[config.mk]
export PLATFORM = sky130hd
export DESIGN_NAME = intcTrigger
export DESIGN_NICKNAME = d
export VERILOG_FILES = /design/src/rtl/icPkg.sv /design/src/rtl/icDecode.sv /design/src/rtl/icTrigBank.sv /design/src/rtl/icCore.sv /design/src/rtl/intcTrigger.sv
export SDC_FILE = /design/constraint.sdc
export NUM_CORES = 2
export LEC_CHECK = 0
export BUFFER_PORTS_ARGS = -buffer_cell sky130_fd_sc_hd__buf_2
export CORE_UTILIZATION = 35
export DETAILED_ROUTE_END_ITERATION = 8
export PLACE_DENSITY = 0.51
export SYNTH_ARGS = -nofsm -noshare
export SYNTH_HDL_FRONTEND = slang
export SYNTH_SLANG_ARGS = --single-unit
[constraint.sdc]
create_clock -name clk -period 2.8 [get_ports clk]
set_input_delay 0.14 -clock clk [delete_from_list [all_inputs] [get_ports clk]]
set_output_delay 0.14 -clock clk [all_outputs]
set_load 0.02 [all_outputs]
[src/rtl/icPkg.sv]
package icPkg;
  localparam int BANK_W   = 32;
  localparam int NBANK    = 2;
  localparam int NSRC     = BANK_W * NBANK;
  localparam int NCTRL    = 3;
  localparam int ADDR_W   = 10;
  localparam int DATA_W   = 32;
  localparam int CIDX_W   = $clog2(NCTRL);
  localparam int BIDX_W   = $clog2(NBANK);

  // address pages (addr[9:8]) of the controllers and of the trigger unit
  localparam int CTRL_PAGE [NCTRL] = '{0, 1, 3};
  localparam int TRIG_PAGE = 2;
  localparam int CTRL_STRIDE = 'h18;
  localparam int TRIG_STRIDE = 'h20;

  // controller register offsets
  localparam int C_STAT    = 'h00;
  localparam int C_RAW     = 'h04;
  localparam int C_EN_SET  = 'h08;
  localparam int C_EN_CLR  = 'h0C;
  localparam int C_FRC_SET = 'h10;
  localparam int C_FRC_CLR = 'h14;

  // trigger unit register offsets
  localparam int T_STAT    = 'h00;
  localparam int T_LATCH   = 'h04;
  localparam int T_RISE    = 'h08;
  localparam int T_FALL    = 'h0C;
  localparam int T_RISE_S  = 'h10;
  localparam int T_RISE_C  = 'h14;
  localparam int T_FALL_S  = 'h18;
  localparam int T_FALL_C  = 'h1C;

  typedef enum logic [3:0] {
    RD_NONE, RD_C_STAT, RD_C_RAW, RD_C_EN, RD_C_FRC,
    RD_T_STAT, RD_T_LATCH, RD_T_RISE, RD_T_FALL
  } rdKindT;

  typedef struct packed {
    rdKindT            kind;
    logic [CIDX_W-1:0] ctrl;
    logic [BIDX_W-1:0] bank;
  } rdSelT;

  typedef struct packed {
    logic [NCTRL-1:0][NBANK-1:0] enSet;
    logic [NCTRL-1:0][NBANK-1:0] enClr;
    logic [NCTRL-1:0][NBANK-1:0] frcSet;
    logic [NCTRL-1:0][NBANK-1:0] frcClr;
    logic [NBANK-1:0] ack;
    logic [NBANK-1:0] riseWr;
    logic [NBANK-1:0] fallWr;
    logic [NBANK-1:0] riseSet;
    logic [NBANK-1:0] riseClr;
    logic [NBANK-1:0] fallSet;
    logic [NBANK-1:0] fallClr;
  } strobeT;
endpackage

[src/rtl/icDecode.sv]
module icDecode import icPkg::*; #(
  parameter int AW = ADDR_W
) (
  input  logic          regWe,
  input  logic [AW-1:0] regAddr,
  output strobeT        strb,
  output rdSelT         rdSel
);
  int page;
  int offI;

  always_comb begin
    strb       = '0;
    rdSel      = '0;
    rdSel.kind = RD_NONE;
    page = int'(regAddr[AW-1:AW-2]);
    offI = int'(regAddr[AW-3:0]);
    if (page == TRIG_PAGE) begin
      for (int b = 0; b < NBANK; b++) begin
        if (offI >= b * TRIG_STRIDE && offI < (b + 1) * TRIG_STRIDE) begin
          rdSel.bank = BIDX_W'(b);
          case (offI - b * TRIG_STRIDE)
            T_STAT:   rdSel.kind = RD_T_STAT;
            T_LATCH:  begin rdSel.kind = RD_T_LATCH; strb.ack[b]     = regWe; end
            T_RISE:   begin rdSel.kind = RD_T_RISE;  strb.riseWr[b]  = regWe; end
            T_FALL:   begin rdSel.kind = RD_T_FALL;  strb.fallWr[b]  = regWe; end
            T_RISE_S: begin rdSel.kind = RD_T_RISE;  strb.riseSet[b] = regWe; end
            T_RISE_C: begin rdSel.kind = RD_T_RISE;  strb.riseClr[b] = regWe; end
            T_FALL_S: begin rdSel.kind = RD_T_FALL;  strb.fallSet[b] = regWe; end
            T_FALL_C: begin rdSel.kind = RD_T_FALL;  strb.fallClr[b] = regWe; end
            default:  rdSel.kind = RD_NONE;
          endcase
        end
      end
    end else begin
      for (int c = 0; c < NCTRL; c++) begin
        if (page == CTRL_PAGE[c]) begin
          rdSel.ctrl = CIDX_W'(c);
          for (int b = 0; b < NBANK; b++) begin
            if (offI >= b * CTRL_STRIDE && offI < (b + 1) * CTRL_STRIDE) begin
              rdSel.bank = BIDX_W'(b);
              case (offI - b * CTRL_STRIDE)
                C_STAT:    rdSel.kind = RD_C_STAT;
                C_RAW:     rdSel.kind = RD_C_RAW;
                C_EN_SET:  begin rdSel.kind = RD_C_EN;  strb.enSet[c][b]  = regWe; end
                C_EN_CLR:  begin rdSel.kind = RD_C_EN;  strb.enClr[c][b]  = regWe; end
                C_FRC_SET: begin rdSel.kind = RD_C_FRC; strb.frcSet[c][b] = regWe; end
                C_FRC_CLR: begin rdSel.kind = RD_C_FRC; strb.frcClr[c][b] = regWe; end
                default:   rdSel.kind = RD_NONE;
              endcase
            end
          end
        end
      end
    end
  end
endmodule

[src/rtl/icTrigBank.sv]
module icTrigBank #(
  parameter int BW = 32
) (
  input  logic          clk,
  input  logic          rstN,
  input  logic [BW-1:0] rawIn,
  input  logic [BW-1:0] wdata,
  input  logic          ack,
  input  logic          riseWr,
  input  logic          fallWr,
  input  logic          riseSet,
  input  logic          riseClr,
  input  logic          fallSet,
  input  logic          fallClr,
  output logic [BW-1:0] cond,
  output logic [BW-1:0] latched,
  output logic [BW-1:0] riseCfg,
  output logic [BW-1:0] fallCfg
);
  logic [BW-1:0] syncA, syncB, prevB;
  logic [BW-1:0] riseNext, fallNext, latch, latchNext;
  logic [BW-1:0] evt, lvl, ackMask;

  always_comb begin
    riseNext = riseWr ? wdata : riseCfg;
    if (riseSet) riseNext = riseNext | wdata;
    if (riseClr) riseNext = riseNext & ~wdata;
    fallNext = fallWr ? wdata : fallCfg;
    if (fallSet) fallNext = fallNext | wdata;
    if (fallClr) fallNext = fallNext & ~wdata;

    // rising code (1,0) or falling code (0,1)
    evt = (riseCfg & ~fallCfg & syncB & ~prevB) |
          (~riseCfg & fallCfg & ~syncB & prevB);
    lvl = (~riseCfg & ~fallCfg & syncB) | (riseCfg & fallCfg & ~syncB);
    ackMask = ack ? wdata : '0;
    // a new event wins over its acknowledge; a level code drops the latch
    latchNext = (evt | (latch & ~ackMask)) & (riseNext ^ fallNext);
    cond = lvl | latch;
  end

  always_ff @(posedge clk or negedge rstN) begin
    if (!rstN) begin
      syncA   <= '0;
      syncB   <= '0;
      prevB   <= '0;
      riseCfg <= '0;
      fallCfg <= '0;
      latch   <= '0;
    end else begin
      syncA   <= rawIn;
      syncB   <= syncA;
      prevB   <= syncB;
      riseCfg <= riseNext;
      fallCfg <= fallNext;
      latch   <= latchNext;
    end
  end

  assign latched = latch;
endmodule

[src/rtl/icCore.sv]
module icCore import icPkg::*; #(
  parameter int BW = BANK_W,
  parameter int NB = NBANK,
  parameter int NC = NCTRL,
  parameter int DW = DATA_W,
  localparam int NS = BW * NB
) (
  input  logic                  clk,
  input  logic                  rstN,
  input  logic [NS-1:0]         irqIn,
  input  strobeT                strb,
  input  rdSelT                 rdSel,
  input  logic [DW-1:0]         wdata,
  output logic [DW-1:0]         rdata,
  output logic [NC-1:0][NS-1:0] ctrlStatus
);
  logic [BW-1:0] condB [NB];
  logic [BW-1:0] latB  [NB];
  logic [BW-1:0] riseB [NB];
  logic [BW-1:0] fallB [NB];

  logic [NC-1:0][NB-1:0][BW-1:0] en, enNext, frc, frcNext, rawV, statV;

  for (genvar b = 0; b < NB; b++) begin : gBank
    icTrigBank #(.BW(BW)) uTrig (
      .clk     (clk),
      .rstN    (rstN),
      .rawIn   (irqIn[b*BW +: BW]),
      .wdata   (wdata[BW-1:0]),
      .ack     (strb.ack[b]),
      .riseWr  (strb.riseWr[b]),
      .fallWr  (strb.fallWr[b]),
      .riseSet (strb.riseSet[b]),
      .riseClr (strb.riseClr[b]),
      .fallSet (strb.fallSet[b]),
      .fallClr (strb.fallClr[b]),
      .cond    (condB[b]),
      .latched (latB[b]),
      .riseCfg (riseB[b]),
      .fallCfg (fallB[b])
    );
  end

  always_comb begin
    for (int c = 0; c < NC; c++) begin
      for (int b = 0; b < NB; b++) begin
        enNext[c][b] = en[c][b];
        if (strb.enSet[c][b]) enNext[c][b] = enNext[c][b] | wdata[BW-1:0];
        if (strb.enClr[c][b]) enNext[c][b] = enNext[c][b] & ~wdata[BW-1:0];
        frcNext[c][b] = frc[c][b];
        if (strb.frcSet[c][b]) frcNext[c][b] = frcNext[c][b] | wdata[BW-1:0];
        if (strb.frcClr[c][b]) frcNext[c][b] = frcNext[c][b] & ~wdata[BW-1:0];
        rawV[c][b]  = condB[b] | frc[c][b];
        statV[c][b] = rawV[c][b] & en[c][b];
      end
    end
  end

  always_ff @(posedge clk or negedge rstN) begin
    if (!rstN) begin
      en  <= '0;
      frc <= '0;
    end else begin
      en  <= enNext;
      frc <= frcNext;
    end
  end

  assign ctrlStatus = statV;

  always_comb begin
    rdata = '0;
    case (rdSel.kind)
      RD_C_STAT:  rdata[BW-1:0] = statV[rdSel.ctrl][rdSel.bank];
      RD_C_RAW:   rdata[BW-1:0] = rawV[rdSel.ctrl][rdSel.bank];
      RD_C_EN:    rdata[BW-1:0] = en[rdSel.ctrl][rdSel.bank];
      RD_C_FRC:   rdata[BW-1:0] = frc[rdSel.ctrl][rdSel.bank];
      RD_T_STAT:  rdata[BW-1:0] = condB[rdSel.bank];
      RD_T_LATCH: rdata[BW-1:0] = latB[rdSel.bank];
      RD_T_RISE:  rdata[BW-1:0] = riseB[rdSel.bank];
      RD_T_FALL:  rdata[BW-1:0] = fallB[rdSel.bank];
      default:    rdata = '0;
    endcase
  end
endmodule

[src/rtl/intcTrigger.sv]
module intcTrigger import icPkg::*; #(
  parameter int BW = BANK_W,
  parameter int NB = NBANK,
  parameter int NC = NCTRL,
  parameter int AW = ADDR_W,
  parameter int DW = DATA_W,
  localparam int NS = BW * NB
) (
  input  logic          clk,
  input  logic          rstN,
  input  logic [NS-1:0] irqIn,
  input  logic          regWe,
  input  logic [AW-1:0] regAddr,
  input  logic [DW-1:0] regWdata,
  output logic [DW-1:0] regRdata,
  output logic [NC-1:0] irqOut
);
  strobeT               strb;
  rdSelT                rdSel;
  logic [NC-1:0][NS-1:0] ctrlStatus;

  icDecode #(.AW(AW)) uDec (
    .regWe   (regWe),
    .regAddr (regAddr),
    .strb    (strb),
    .rdSel   (rdSel)
  );

  icCore #(.BW(BW), .NB(NB), .NC(NC), .DW(DW)) uCore (
    .clk        (clk),
    .rstN       (rstN),
    .irqIn      (irqIn),
    .strb       (strb),
    .rdSel      (rdSel),
    .wdata      (regWdata),
    .rdata      (regRdata),
    .ctrlStatus (ctrlStatus)
  );

  always_ff @(posedge clk or negedge rstN) begin
    if (!rstN) irqOut <= '0;
    else
      for (int c = 0; c < NC; c++) irqOut[c] <= |ctrlStatus[c];
  end
endmodule

# Word-level counts from Yosys, hierarchy flattened
# Index checks and enable logic that the tools add are counted.
[totals]
regBits = 771
inputBits = 109
output_inout_bits = 35
wordCells = 318
[op_classes]
addsub = 2
order_cmp = 9
n_eq_ne = 30
muxes = 145
bitwise_logic = 90
n_reduce_logical = 17
[op_table]
columns = ["cell", "n"]
rows = [
  ["$mux W32", 58],
  ["$and A32 B32 Y32", 46],
  ["$or A32 B32 Y32", 30],
  ["$bmux W64 S2", 4],
  ["$not A32 Y32", 11],
  ["$mux W64", 4],
  ["$pmux W32 S8", 1],
  ["$eq A32 B5 Y1 const B", 6],
  ["$reduce_or A64 Y1", 3],
  ["$eq A32 B4 Y1 const B", 4],
  ["$logic_not A32 Y1", 3],
  ["$eq A32 B3 Y1 const B", 2],
  ["$xor A32 B32 Y32", 2],
  ["$mux W1", 47],
  ["$mux W4", 9],
  ["$eq A8 B5 Y1 const B", 4],
  ["$pmux W4 S4", 2],
  ["$mux W2", 13],
  ["$mux W24", 1],
  ["$pmux W3 S4", 2],
  ["$mux W7", 3],
  ["$eq A4 B3 Y1 const B", 4],
  ["$eq A8 B4 Y1 const B", 2],
  ["$lt A8 B6 Y1 const B", 2],
  ["21 further kinds", 30],
]

# Logic depth before layout (Yosys ltp)
[logic_depth]
word_depth = 18
depth_mapped = 16
ltp_nobuf = 11

# Modules after synthesis
# From an unflattened synthesis, not the netlist that was laid out.
[unflattened]
hier_cells = 4337
hier_area_um2 = 43449.2
[modules_own_cells]
columns = ["mod", "n_inst", "cells_per_inst", "area_each_um2", "seq_area_each_um2"]
rows = [
  ["icCore", 1, 2658, 24214.5, 9609.2],
  ["icTrigBank", 2, 731, 8911.0, 4804.6],
  ["icDecode", 1, 151, 920.9, 0.0],
  ["intcTrigger", 1, 66, 491.7, 75.1],
]

# Worst setup path after synthesis
# OpenSTA, ideal clock, no wires.
[synth_timing]
path_kind = "input -> output"
from = "input regAddr[5]"
to = "output regRdata[10]"
t_arrival_ns = 2.963
t_required_ns = 2.660
setup_slack_ns = -0.303
stages = 14
n_path_buf = 5
path_cell_list = "buf_2 > inv_1 > ha_1 > ha_1 > nand2b_1 > nand3_1 > a21boi_2 > buf_2 > clkbuf_1 > buf_1 > clkbuf_1 > nand3_1 > nand3_1 > nand4_1"
[synth_between]
elab_chain_len = 16
word_cells_on_any_way = 93
cone_classes = "add/sub (2); order compare (6); eq/ne (27); mux (44); bitwise (1); reduce/logical (13)"
[synth_rtl]
columns = ["element", "line", "text"]
rows = [
  ["start: declaration", "intcTrigger.sv:13", "input logic [AW-1:0] regAddr,"],
  ["parallel branches: the longest is 15 deep, another holds $sub A8 B5 Y9", "-", ""],
  ["$pmux W32 S8 *", "icCore.sv:73", "case (rdSel.kind)"],
  ["end: declaration", "intcTrigger.sv:15", "output logic [DW-1:0] regRdata,"],
]
# Mark *: on every way between the ends. The select of a mux whose other input is x is not followed.

# Final worst setup path
[layout_timing]
from = "input regAddr[6]"
to = "output regRdata[26]"
# Same word-level chain as after synthesis.

==> results.sh <==
export IMPL_async_flop_share_pct=100
export IMPL_layout_commonest_cell="a21oi_1"
export IMPL_wl_per_cell_um=26.8
export IMPL_syn_num_nets=4481
export IMPL_period_share_pct=121
export IMPL_ys_seq_elements=771
export IMPL_fmax_mhz=294
export IMPL_fin_crit_ns=3.40
export IMPL_power_density_nw_per_um2=470
export IMPL_antenna_found_initial=6
export IMPL_r2r_slack_ns=-0.07
export IMPL_cts_htree_levels=3
export IMPL_vdd_drop_max_mv=0.442
export IMPL_slew_viol_final=0
export IMPL_required_ns=2.66
export IMPL_worst_pin_slew_ns=0.742
export IMPL_gp_congestion=0.985
export IMPL_drive_above_1_share_pct=26.7
export IMPL_cts_root_buf="clkbuf_16"
export IMPL_clk_pin_slew_ns=0.06
export IMPL_drt_first_pass_iters=8
export IMPL_yosysWarningCount=0
export IMPL_worst_path_max_delay_cell="or4b_4"
export IMPL_initial_core_util_pct=35.4
export IMPL_startpoint_type="input pin"
export IMPL_worstReg2RegEnd="irqOut[1]$_DFF_PN0_"
export IMPL_rsz0062_at_grt="yes"
export IMPL_fillers=10734
export IMPL_r2r_start="uCore.gBank[0].uTrig.riseCfg[5]$_DFF_PN0_"
export IMPL_path_delay_family="buffers and inverters"
export IMPL_end_kind="output port"
export IMPL_ys_types=86
export IMPL_clock_skew_ns=0.0321
export IMPL_coreArea_um2=115000
export IMPL_cp_slowest_stage_delay_ns=0.49
export IMPL_hold_viol=0
export IMPL_grt_pass1_wl_mm=263
export IMPL_grt_total_usage_pct=30.1
export IMPL_status="finished, violations left"
export IMPL_ff2ff_path_depth=11
export IMPL_arrival_ns=3.26
export IMPL_vias=39947
export IMPL_placed_area_um2=48300
export IMPL_area_delta_synth_final_pct=36.1
export IMPL_cp_num_buf_inv=8
export IMPL_portBuffers=143
export IMPL_grt_overflow_total=0
export IMPL_design_area_um2=55400
export IMPL_place_ws_ns=-0.712
export IMPL_hpwlAfterDp_mm=123
export IMPL_rows=124
export IMPL_synthCells=4368
export IMPL_seq_area_frac_synth_pct=47.4
export IMPL_dieWidth_um=343
export IMPL_fin_total_pwr_w=0.0260
export IMPL_worst_slack_ns=-0.600
export IMPL_clock_latency_ns=0.69
export IMPL_finalNetCount=5219
export IMPL_cts_sinks=771
export IMPL_slew_headroom_pct=50.6
export IMPL_whs_path_depth=3
export IMPL_setup_viol=34
export IMPL_grt_pass1_vias=38214
export IMPL_holdCritPathClass="input pin to flop"
export IMPL_final_cell_mix="a21oi_1 (806), dfrtp_1 (749), buf_4 (558)"
export IMPL_dieHeight_um=343
export IMPL_power_leakage_nw=23.2
export IMPL_synth_edf_count=0
export IMPL_drtIter0Drc=4434
export IMPL_grt_max_degree=67
export IMPL_cts_buffers_inserted=90
export IMPL_ant_nets=0
export IMPL_cp_common_cell="buf_6"
export IMPL_worstPathMaxFanout=6
export IMPL_die_area_um2=118000
export IMPL_remaining_drc_errors=0
export IMPL_vias_per_cell=5.97
export IMPL_cts_buffer_depth=3
export IMPL_synth_ff_type="dfrtp_1"
export IMPL_path_cells="buf_12 > clkinv_8 > ha_4 > or4b_4 > buf_6 > o2111ai_4 > o32a_1 > nor3_4 > buf_6 > o221ai_4 > buf_12 > buf_12 > buf_6 > a21oi_2 > a31oi_1 > nand4b_1 > buf_6"
export IMPL_cts_tree="done"
export IMPL_io_pins=144
export IMPL_maxCapViolCount=0
export IMPL_violations="setup timing"
export IMPL_critical_path_class="input pin to output port"
export IMPL_syn_avg_cell_area_um2=9.31
export IMPL_wirelength_mm=180
export IMPL_min_from="regWe"
export IMPL_synthesis_area_um2=40700
[area by class of cell]
class                           instances  area [um2]  share of cell area (%)
Clock buffer                          138        2670                    4.81
Inverter                               12        60.1                   0.108
Tap cell                             1512        1890                    3.42
Multi-Input combinational cell       3234       21400                    38.7
Clock inverter                         25         360                   0.651
Antenna cell                            5        12.5                  0.0226
Sequential cell                       771       19300                    34.9
Timing Repair Buffer                  997        9620                    17.4
[cells by family (layout without fill, tap and decap cells)]
family / Yosys count / in the layout / share of synthesized area, %
XOR/XNOR: 68 / 68 / 1.46
AND/OR/NAND/NOR: 1328 / 1328 / 16.6
flip-flops: 771 / 771 / 47.4
adder cells (fa/ha/maj): 4 / 4 / 0.123
other: 0 / 5 / 0
AO/OA/AOI/OAI: 1625 / 1625 / 23.8
multiplexers: 209 / 209 / 6.73
buffers and inverters: 363 / 1172 / 3.89
[report_power, final]
part           total, W  internal [W]  switching (W)
logic           0.00236      0.000941        0.00142
clock network    0.0122       0.00720        0.00504
registers        0.0115        0.0113       0.000135
[worst reg2reg max path: stages (launching register included)]
cell and delay [ns]:
dfrtp_1 0.38, and3b_1 0.19, or3_4 0.43, o21ai_4 0.19
buf_6 0.12, buf_6 0.12, nand4_1 0.20, nor4_4 0.36
nand3_2 0.21, nor4_4 0.30, buf_4 0.17, nand3_4 0.08
[stage by stage]
step                util (%)  hold WS, ns  instances  TNS, ns
detailed placement      42.1        0.216       6303   -38.52
floorplan                  -       -0.156       4368   -0.724
global placement        42.1        0.216       6303   -32.58
finish                  48.2       0.0656       6694   -14.42
global route            48.2       0.0701       6689   -16.92
CTS                     47.6       0.0202       6663   -14.25
[metal layers]
metal,up-vias,part of all wire [%],track usage [%]
met2,1967,44,45.3
met4,6,4.3,12.5
met5,-,0.023,0
li1,17671,-,-
met1,19901,43,42.3
met3,402,8.6,5.71
[cell usage after synthesis (all sizes together), types with 30 or more instances]
| cell type | count | share of area (%) |
|---|---|---|
| nor2b | 45 | 0.69 |
| mux4 | 51 | 2.8 |
| nand4 | 44 | 0.68 |
| xnor2 | 67 | 1.4 |
| nor4bb | 129 | 3.2 |
| o21ai | 293 | 3.6 |
| a22oi | 128 | 2.4 |
| a21oi | 827 | 10 |
| nor3b | 31 | 0.57 |
| nor3 | 44 | 0.59 |
| a221o | 40 | 0.98 |
| mux2i | 153 | 3.8 |
| clkbuf | 255 | 2.4 |
| buf | 96 | 1.4 |
| o21a | 59 | 1.1 |
| dfrtp | 771 | 47 |
| a31oi | 30 | 0.46 |
| nand2 | 519 | 4.8 |
| nor2 | 324 | 3.0 |
| nand3 | 62 | 0.76 |
| a211oi | 77 | 1.4 |
[repair_timing]
item	4_1_cts	5_1_grt
setup buffers	92	32
gates cloned	8	0
endpoints found under the hold margin	625	0
endpoints found under the setup margin	34	34
hold buffers	97	0
gates resized for setup	393	125
pin swaps	117	86
[how the worst max path moves through the flow]
| stage | from | slack (ns) | cells past startpoint | to |
|---|---|---|---|---|
| 6_report | regAddr[6] | -0.60 | 17 | regRdata[26] |
| 3_5_place_dp | regAddr[6] | -0.71 | 15 | regRdata[11] |
| 4_1_cts | uCore.gBank[0].uTrig.syncB[17]$_DFF_PN0_ | -0.61 | 9 | regRdata[17] |
| 5_1_grt | uCore.gBank[0].uTrig.syncB[31]$_DFF_PN0_ | -0.71 | 9 | regRdata[31] |
| 2_1_floorplan | regAddr[6] | -0.1 | 12 | regRdata[1] |
| 3_3_place_gp | uCore.gBank[0].uTrig.syncB[20]$_DFF_PN0_ | -0.81 | 8 | regRdata[20] |
Power figures use the tool's default switching activity.
